File: src/rtl/nrdiv_pkg.sv
package nrdiv_pkg;

  typedef enum logic {
    ST_IDLE = 1'b0,
    ST_RUN  = 1'b1
  } nrdiv_state_e;

  // Strobes from the sequencer to the datapath
  typedef struct packed {
    logic load;   // capture operands and apply the first add or subtract
    logic zload;  // capture for a zero divisor
    logic step;   // one shift-and-add/subtract iteration
    logic last;   // append the forced final quotient bit
  } nrdiv_cmd_t;

  function automatic logic same_sign(input logic a_sign, input logic b_sign);
    return ~(a_sign ^ b_sign);
  endfunction

endpackage

File: src/rtl/nrdiv_rst_sync.sv
module nrdiv_rst_sync (
  input  logic clk_i,
  input  logic rst_ni,
  output logic rst_no
);

  logic [1:0] sync_q;

  always_ff @(posedge clk_i or negedge rst_ni) begin
    if (!rst_ni) begin
      sync_q <= 2'b00;
    end else begin
      sync_q <= {sync_q[0], 1'b1};
    end
  end

  assign rst_no = sync_q[1];

endmodule

File: src/rtl/nrdiv_step.sv
module nrdiv_step #(
  parameter int W = 8
) (
  input  logic [W:0]   rem_i,
  input  logic [W-1:0] dvs_i,
  input  logic         shift_i,
  output logic         qbit_o,
  output logic [W:0]   rem_o
);

  localparam int SW = W + 2;

  logic [SW-1:0] base;
  logic [SW-1:0] dext;
  logic [SW-1:0] sum;

  always_comb begin
    qbit_o = nrdiv_pkg::same_sign(rem_i[W], dvs_i[W-1]);
    if (shift_i) begin
      base = {rem_i, 1'b0};
    end else begin
      base = {rem_i[W], rem_i};
    end
    dext = {{2{dvs_i[W-1]}}, dvs_i};
    if (qbit_o) begin
      sum = base - dext;
    end else begin
      sum = base + dext;
    end
    rem_o = sum[W:0];
  end

  // The first combination of two W-bit fractions never exceeds W+1 bits
  always_comb begin
    if (!shift_i) begin
      AST_FIRST_FITS: assert (sum[SW-1] == sum[SW-2]);
    end
  end

endmodule

File: src/rtl/nrdiv_ctrl.sv
module nrdiv_ctrl #(
  parameter int W = 8
) (
  input  logic                 clk_i,
  input  logic                 rst_ni,
  input  logic                 start_i,
  input  logic [W-1:0]         divisor_i,
  output nrdiv_pkg::nrdiv_cmd_t cmd_o,
  output logic                 busy_o,
  output logic                 done_o,
  output logic                 dz_o
);

  localparam int CW = (W > 2) ? $clog2(W) : 1;
  localparam logic [CW-1:0] LAST = CW'(W - 1);

  nrdiv_pkg::nrdiv_state_e state_q, state_n;
  logic [CW-1:0] cnt_q, cnt_n;
  logic          done_q, done_n;
  logic          dz_q, dz_n;
  logic          cnt_en;
  logic          zero_dvs;
  logic          accept;

  assign zero_dvs = (divisor_i == '0);
  assign accept   = (state_q == nrdiv_pkg::ST_IDLE) && start_i;

  always_comb begin
    state_n = state_q;
    cnt_n   = cnt_q;
    cnt_en  = 1'b0;
    done_n  = 1'b0;
    dz_n    = dz_q;
    cmd_o   = '0;
    if (accept) begin
      if (zero_dvs) begin
        cmd_o.zload = 1'b1;
        done_n      = 1'b1;
        dz_n        = 1'b1;
      end else begin
        cmd_o.load  = 1'b1;
        state_n     = nrdiv_pkg::ST_RUN;
        cnt_n       = '0;
        cnt_en      = 1'b1;
        dz_n        = 1'b0;
      end
    end else if (state_q == nrdiv_pkg::ST_RUN) begin
      cnt_en = 1'b1;
      if (cnt_q == LAST) begin
        cmd_o.last = 1'b1;
        state_n    = nrdiv_pkg::ST_IDLE;
        done_n     = 1'b1;
        cnt_n      = '0;
      end else begin
        cmd_o.step = 1'b1;
        cnt_n      = cnt_q + CW'(1);
      end
    end
  end

  always_ff @(posedge clk_i or negedge rst_ni) begin
    if (!rst_ni) begin
      state_q <= nrdiv_pkg::ST_IDLE;
      done_q  <= 1'b0;
      dz_q    <= 1'b0;
    end else begin
      state_q <= state_n;
      done_q  <= done_n;
      dz_q    <= dz_n;
    end
  end

  always_ff @(posedge clk_i or negedge rst_ni) begin
    if (!rst_ni) begin
      cnt_q <= '0;
    end else if (cnt_en) begin
      cnt_q <= cnt_n;
    end
  end

  assign busy_o = (state_q == nrdiv_pkg::ST_RUN);
  assign done_o = done_q;
  assign dz_o   = dz_q;

  AST_DONE_PULSE: assert property (@(posedge clk_i) disable iff (!rst_ni)
    done_q |=> !done_q);

  AST_BUSY_AFTER_START: assert property (@(posedge clk_i) disable iff (!rst_ni)
    (!busy_o && start_i && !zero_dvs) |=> busy_o);

  AST_DZ_FAST: assert property (@(posedge clk_i) disable iff (!rst_ni)
    (!busy_o && start_i && zero_dvs) |=> (done_q && dz_q && !busy_o));

  AST_IGNORE_BUSY_START: assert property (@(posedge clk_i) disable iff (!rst_ni)
    (busy_o && start_i && cnt_q != LAST) |=> (busy_o && cnt_q == $past(cnt_q) + CW'(1)));

endmodule

File: src/rtl/nrdiv_dp.sv
module nrdiv_dp #(
  parameter int W = 8
) (
  input  logic                  clk_i,
  input  logic                  rst_ni,
  input  nrdiv_pkg::nrdiv_cmd_t cmd_i,
  input  logic [W-1:0]          dividend_i,
  input  logic [W-1:0]          divisor_i,
  output logic [W-1:0]          quo_o,
  output logic [W:0]            rem_o
);

  logic [W:0]   rem_q, rem_n;
  logic [W-1:0] quo_q, quo_n;
  logic [W-1:0] dvs_q, dvs_n;
  logic         en_rem, en_quo, en_dvs;

  logic [W:0]   st_rem_in;
  logic [W-1:0] st_dvs_in;
  logic         st_shift;
  logic         st_qbit;
  logic [W:0]   st_rem_out;
  logic [W:0]   dividend_ext;

  assign dividend_ext = {dividend_i[W-1], dividend_i};

  // One adder serves both the capture step and every later iteration
  always_comb begin
    if (cmd_i.load) begin
      st_rem_in = dividend_ext;
      st_dvs_in = divisor_i;
      st_shift  = 1'b0;
    end else begin
      st_rem_in = rem_q;
      st_dvs_in = dvs_q;
      st_shift  = 1'b1;
    end
  end

  nrdiv_step #(.W(W)) step_i (
    .rem_i   (st_rem_in),
    .dvs_i   (st_dvs_in),
    .shift_i (st_shift),
    .qbit_o  (st_qbit),
    .rem_o   (st_rem_out)
  );

  always_comb begin
    rem_n  = rem_q;
    quo_n  = quo_q;
    dvs_n  = dvs_q;
    en_rem = 1'b0;
    en_quo = 1'b0;
    en_dvs = 1'b0;
    if (cmd_i.load) begin
      rem_n  = st_rem_out;
      quo_n  = '0;
      dvs_n  = divisor_i;
      en_rem = 1'b1;
      en_quo = 1'b1;
      en_dvs = 1'b1;
    end else if (cmd_i.zload) begin
      rem_n  = dividend_ext;
      quo_n  = '0;
      en_rem = 1'b1;
      en_quo = 1'b1;
    end else if (cmd_i.step) begin
      rem_n  = st_rem_out;
      quo_n  = {quo_q[W-2:0], st_qbit};
      en_rem = 1'b1;
      en_quo = 1'b1;
    end else if (cmd_i.last) begin
      quo_n  = {quo_q[W-2:0], 1'b1};
      en_quo = 1'b1;
    end
  end

  always_ff @(posedge clk_i or negedge rst_ni) begin
    if (!rst_ni) begin
      rem_q <= '0;
    end else if (en_rem) begin
      rem_q <= rem_n;
    end
  end

  always_ff @(posedge clk_i or negedge rst_ni) begin
    if (!rst_ni) begin
      quo_q <= '0;
    end else if (en_quo) begin
      quo_q <= quo_n;
    end
  end

  always_ff @(posedge clk_i or negedge rst_ni) begin
    if (!rst_ni) begin
      dvs_q <= '0;
    end else if (en_dvs) begin
      dvs_q <= dvs_n;
    end
  end

  assign quo_o = quo_q;
  assign rem_o = rem_q;

  AST_ONE_CMD: assert property (@(posedge clk_i) disable iff (!rst_ni)
    $onehot0({cmd_i.load, cmd_i.zload, cmd_i.step, cmd_i.last}));

  AST_LSB_FORCED: assert property (@(posedge clk_i) disable iff (!rst_ni)
    cmd_i.last |=> quo_q[0]);

endmodule

File: src/rtl/nrdiv_frac.sv
module nrdiv_frac #(
  parameter int W = 8
) (
  input  logic         clk_i,
  input  logic         rst_ni,
  input  logic         start_i,
  input  logic [W-1:0] dividend_i,
  input  logic [W-1:0] divisor_i,
  output logic         busy_o,
  output logic         done_o,
  output logic         div_zero_o,
  output logic [W-1:0] quotient_o,
  output logic [W:0]   remainder_o
);

  logic                  rst_n;
  nrdiv_pkg::nrdiv_cmd_t cmd;

  nrdiv_rst_sync rst_sync_i (
    .clk_i  (clk_i),
    .rst_ni (rst_ni),
    .rst_no (rst_n)
  );

  nrdiv_ctrl #(.W(W)) ctrl_i (
    .clk_i     (clk_i),
    .rst_ni    (rst_n),
    .start_i   (start_i),
    .divisor_i (divisor_i),
    .cmd_o     (cmd),
    .busy_o    (busy_o),
    .done_o    (done_o),
    .dz_o      (div_zero_o)
  );

  nrdiv_dp #(.W(W)) dp_i (
    .clk_i      (clk_i),
    .rst_ni     (rst_n),
    .cmd_i      (cmd),
    .dividend_i (dividend_i),
    .divisor_i  (divisor_i),
    .quo_o      (quotient_o),
    .rem_o      (remainder_o)
  );

  AST_IDLE_HOLD: assert property (@(posedge clk_i) disable iff (!rst_n)
    (!busy_o && !start_i) |=> ($stable(quotient_o) && $stable(remainder_o)));

  AST_DONE_LSB: assert property (@(posedge clk_i) disable iff (!rst_n)
    (done_o && !div_zero_o) |-> quotient_o[0]);

  AST_DONE_NOT_BUSY: assert property (@(posedge clk_i) disable iff (!rst_n)
    done_o |-> !busy_o);

endmodule

File: config.mk
export PLATFORM = sky130hd
export DESIGN_NAME = nrdiv_frac
export DESIGN_NICKNAME = d
export VERILOG_FILES = /design/src/rtl/nrdiv_pkg.sv /design/src/rtl/nrdiv_rst_sync.sv /design/src/rtl/nrdiv_step.sv /design/src/rtl/nrdiv_ctrl.sv /design/src/rtl/nrdiv_dp.sv /design/src/rtl/nrdiv_frac.sv
export SDC_FILE = /design/constraint.sdc
export NUM_CORES = 1
export LEC_CHECK = 0
export ABC_AREA = 0
export BUFFER_PORTS_ARGS = -buffer_cell sky130_fd_sc_hd__buf_2
export CELL_PAD_IN_SITES_DETAIL_PLACEMENT = 1
export CELL_PAD_IN_SITES_GLOBAL_PLACEMENT = 2
export CORE_ASPECT_RATIO = 0.7
export CORE_MARGIN = 2
export CORE_UTILIZATION = 33
export CTS_CLUSTER_DIAMETER = 30
export DETAILED_ROUTE_END_ITERATION = 6
export GPL_TIMING_DRIVEN = 0
export PLACE_DENSITY_LB_ADDON = 0.08
export SYNTH_ARGS = -nofsm -noshare
export SYNTH_HDL_FRONTEND = slang
export SYNTH_SLANG_ARGS = --single-unit
File: constraint.sdc
create_clock -name clk_i -period 1.46 [get_ports clk_i]
set_clock_uncertainty 0.05 [all_clocks]
set_input_delay 0.292 -clock clk_i [delete_from_list [all_inputs] [get_ports clk_i]]
set_output_delay 0.292 -clock clk_i [all_outputs]
set_load 0.02 [all_outputs]
==> impl_metrics.py <==
metrics = {
    "floorplan": {
        "start_util": 0.3390,
        "die_area_mm2": 0.007019,
        "io_pins": 39,
        "die_x_um": 99.28,
        "fp-row-count": 24,
        "fp.dieH_um": 70.70,
        "core_area_mm2": 0.006186,
    },
    "clocking": {
        "cts_tree": "built",
        "cts_buffers": 5,
        "path_clk_slew_ns": 0.07,
        "root_buffer": "clkbuf_8",
        "clock_latency_ns": 0.30,
        "clockBufferDepth": 2,
        "cts-htree-levels": 2,
        "cts_sinks": 33,
    },
    "timing": {
        "setup-violations-final": 18,
        "finalCritPeriodShare": 2.537,
        "drv_slew": 0,
        "rsz0062_at_grt": "true",
        "fin_ws_ns": -2.244,
        "slew_headroom": 0.1324,
        "fin_crit_ns": 3.704,
        "timing.fmax_ghz": 0.2700,
        "hold_viol": 0,
        "tightest_slew_ns": 1.289,
    },
    "grt": {
        "grt_max_degree": 21,
        "grt_pass1_vias": 2153,
        "grt-ovfl-total": 0,
        "grt_usage": 0.2135,
        "grt_pass1_wl_um": 11380,
        "antenna_found_initial": 0,
    },
    "cells_and_area": {
        "final_area_mm2": 0.003369,
        "multi_input_area_mm2": 0.001521,
        "layoutNonFillerInstCount": 420,
        "area_growth_pct": 60.68,
        "post-route-util": 0.5447,
        "drive_gt1_frac": 0.4532,
        "nets": 372,
        "fillers": 726,
        "ff_latch_area_um2": 827.0,
        "antenna_cells": 0,
    },
    "critical_path": {
        "timing.rr.start": "ctrl_i.busy_o",
        "crit_fanout": 7,
        "path_class": "register to register",
        "cp.required_ns": 1.59,
        "worstPathArrival_ns": 3.83,
        "critPathCaptureType": "register",
        "startpoint": "ctrl_i.busy_o",
        "r2r-end": "dp_i.rem_o[8]",
        "critPathLaunchType": "register",
        "rrSetupSlack_ns": -2.24,
        "rr_worst_depth": 15,
        "endpoint": "dp_i.rem_o[8]",
    },
    "placement": {
        "portBuffers": 38,
        "dp_hpwl_um": 4678,
        "gp_congestion": 0.8459,
        "post_dp_cell_area_mm2": 0.002475,
        "place_inst": 358,
    },
    "synth": {
        "ys_seq_area_frac": 0.3938,
        "postSynthCellCount": 241,
        "synth-main-ff-cell": "dfrtp_1",
        "synth-edff-count": 0,
        "syn_area_mm2": 0.002097,
        "synth_area_per_cell_um2": 8.701,
        "ys_seq_elements": 33,
        "synth_cell_types": 42,
        "synth_top_area_frac": 0.3938,
        "yosys-top-cells-count": "55 x nand2_1, 33 x dfrtp_1, 20 x nor2_1",
        "yosysMostFrequentCell": "nand2_1",
        "syn-num-nets": 272,
        "synthTopCellsByArea": "dfrtp_1 39%, nand2_1 9.8%, ha_1 6.6%",
        "yosysWarnings": 0,
        "yosys.area.top_type": "dfrtp_1",
        "async_flop_share": 1.000,
    },
    "run_status": {
        "status": "finished with violations",
        "violations": "negative setup slack",
    },
    "routing": {
        "drc": 0,
        "drt-initial-drc-count": 62,
        "vias_per_cell": 5.060,
        "vias": 2125,
        "wl_per_cell_um": 18.82,
        "drt_pass1_iterations": 4,
        "postRouteAntennaNets": 0,
        "routed_wl_um": 7906,
    },
    "hold_path": {
        "hold_path.class": "register to async pin",
    },
    "run": {
        "drv_cap": 0,
    },
}
metal layers:
layer | track usage | routed length [um]
met1 | 0.3088 | 3817
met4 | 0.05479 | 109
met3 | 0.04644 | 209
met2 | 0.3266 | 3769
met5 | 0 | 0
stage by stage:
step | hold WS, ns | setup slack (ns) | TNS (ns)
after detailed placement | 0.02769 | -3.112 | -28.60
after global placement | 0.02740 | -3.109 | -31.57
final | 0.2073 | -2.244 | -18.53
after global routing | 0.2190 | -2.391 | -20.34
after CTS | 0.1939 | -2.226 | -18.01
after floorplan | -0.05359 | -2.300 | -15.66
state kept, by name (all words and copies together), names as in the netlist:
register           flops
ctrl_i.done_o          1
dp_i.dvs_q             8
dp_i.rem_o             9
ctrl_i.dz_o            1
ctrl_i.cnt_q           3
rst_sync_i.sync_q      2
dp_i.quo_o             8
ctrl_i.busy_o          1
placed cells by master, fill, tap and decap left out, types with 3 or more instances in the layout:
cell      instances
ha_1              8
xnor2_2           4
nand2b_1          7
dfrtp_1          32
nor2_4            4
o21ai_0           8
a221oi_4          4
nand2_1          54
a22o_1            3
nor2_1           12
inv_2             4
and3b_1           4
a21oi_4           3
nor4b_1           4
mux2i_4           3
buf_2            38
a31oi_1           3
buf_4            34
a21oi_1          12
o21ai_1           5
nor2b_1           3
inv_1             4
ha_4              3
nor2_2            4
a21oi_2           3
buf_6            20
xnor2_1           6
clkbuf_8          7
area by class of cell:
class	instances	share of cell area
Tap cell	78	0.02896
Buffer	6	0.01968
Timing Repair Buffer	95	0.2191
Clock inverter	2	0.002971
Multi-Input combinational cell	191	0.4515
Clock buffer	6	0.02154
Inverter	9	0.01077
Sequential cell	33	0.2455
worst max-delay path, cell delays in order (launching register included):
cell and delay, ns:
dfrtp_2 0.45, nand2b_4 0.18, a21oi_4 0.13, buf_12 0.15, mux2i_4 0.32, xor2_4 0.31
buf_6 0.15, a21oi_4 0.05, fa_2 0.38, a211oi_2 0.18, nor2_1 0.07, or2_1 0.24
or3_1 0.32, a31oi_1 0.20, xnor2_1 0.09, a221o_1 0.29
logic make-up after synthesis:
logic type               share of synthesized area
AO/OA/AOI/OAI                               0.1623
other                                     0.001788
adder cells (fa/ha/maj)                    0.07518
multiplexers                               0.01909
XOR/XNOR                                   0.05012
AND/OR/NAND/NOR                             0.2601
buffers and inverters                      0.03759
flip-flops                                  0.3938
worst min-delay path by stage:
stage                     depth (start not counted)                    to            startpoint  slack (ns)
after detailed placement                          1  rst_sync_i.sync_q[1]                rst_ni        0.03
after global placement                            1  rst_sync_i.sync_q[0]                rst_ni        0.03
after global routing                              3         dp_i.rem_o[1]         dividend_i[1]        0.22
after CTS                                         3         dp_i.rem_o[0]         dividend_i[0]        0.19
final                                             0         dp_i.rem_o[1]  rst_sync_i.sync_q[1]        0.21
after floorplan                                   0  rst_sync_i.sync_q[0]                rst_ni       -0.05
timing repair:
action	4_1_cts	5_1_grt
pin swaps	31	35
hold buffers	1	0
hold endpoints to repair	2	0
gates resized for setup	50	39
setup endpoints to repair	28	27
setup buffers	36	25
Power is left out: the tool's default activity adds up to more than one toggle a clock period on the data nets, which glitch-free logic cannot reach.
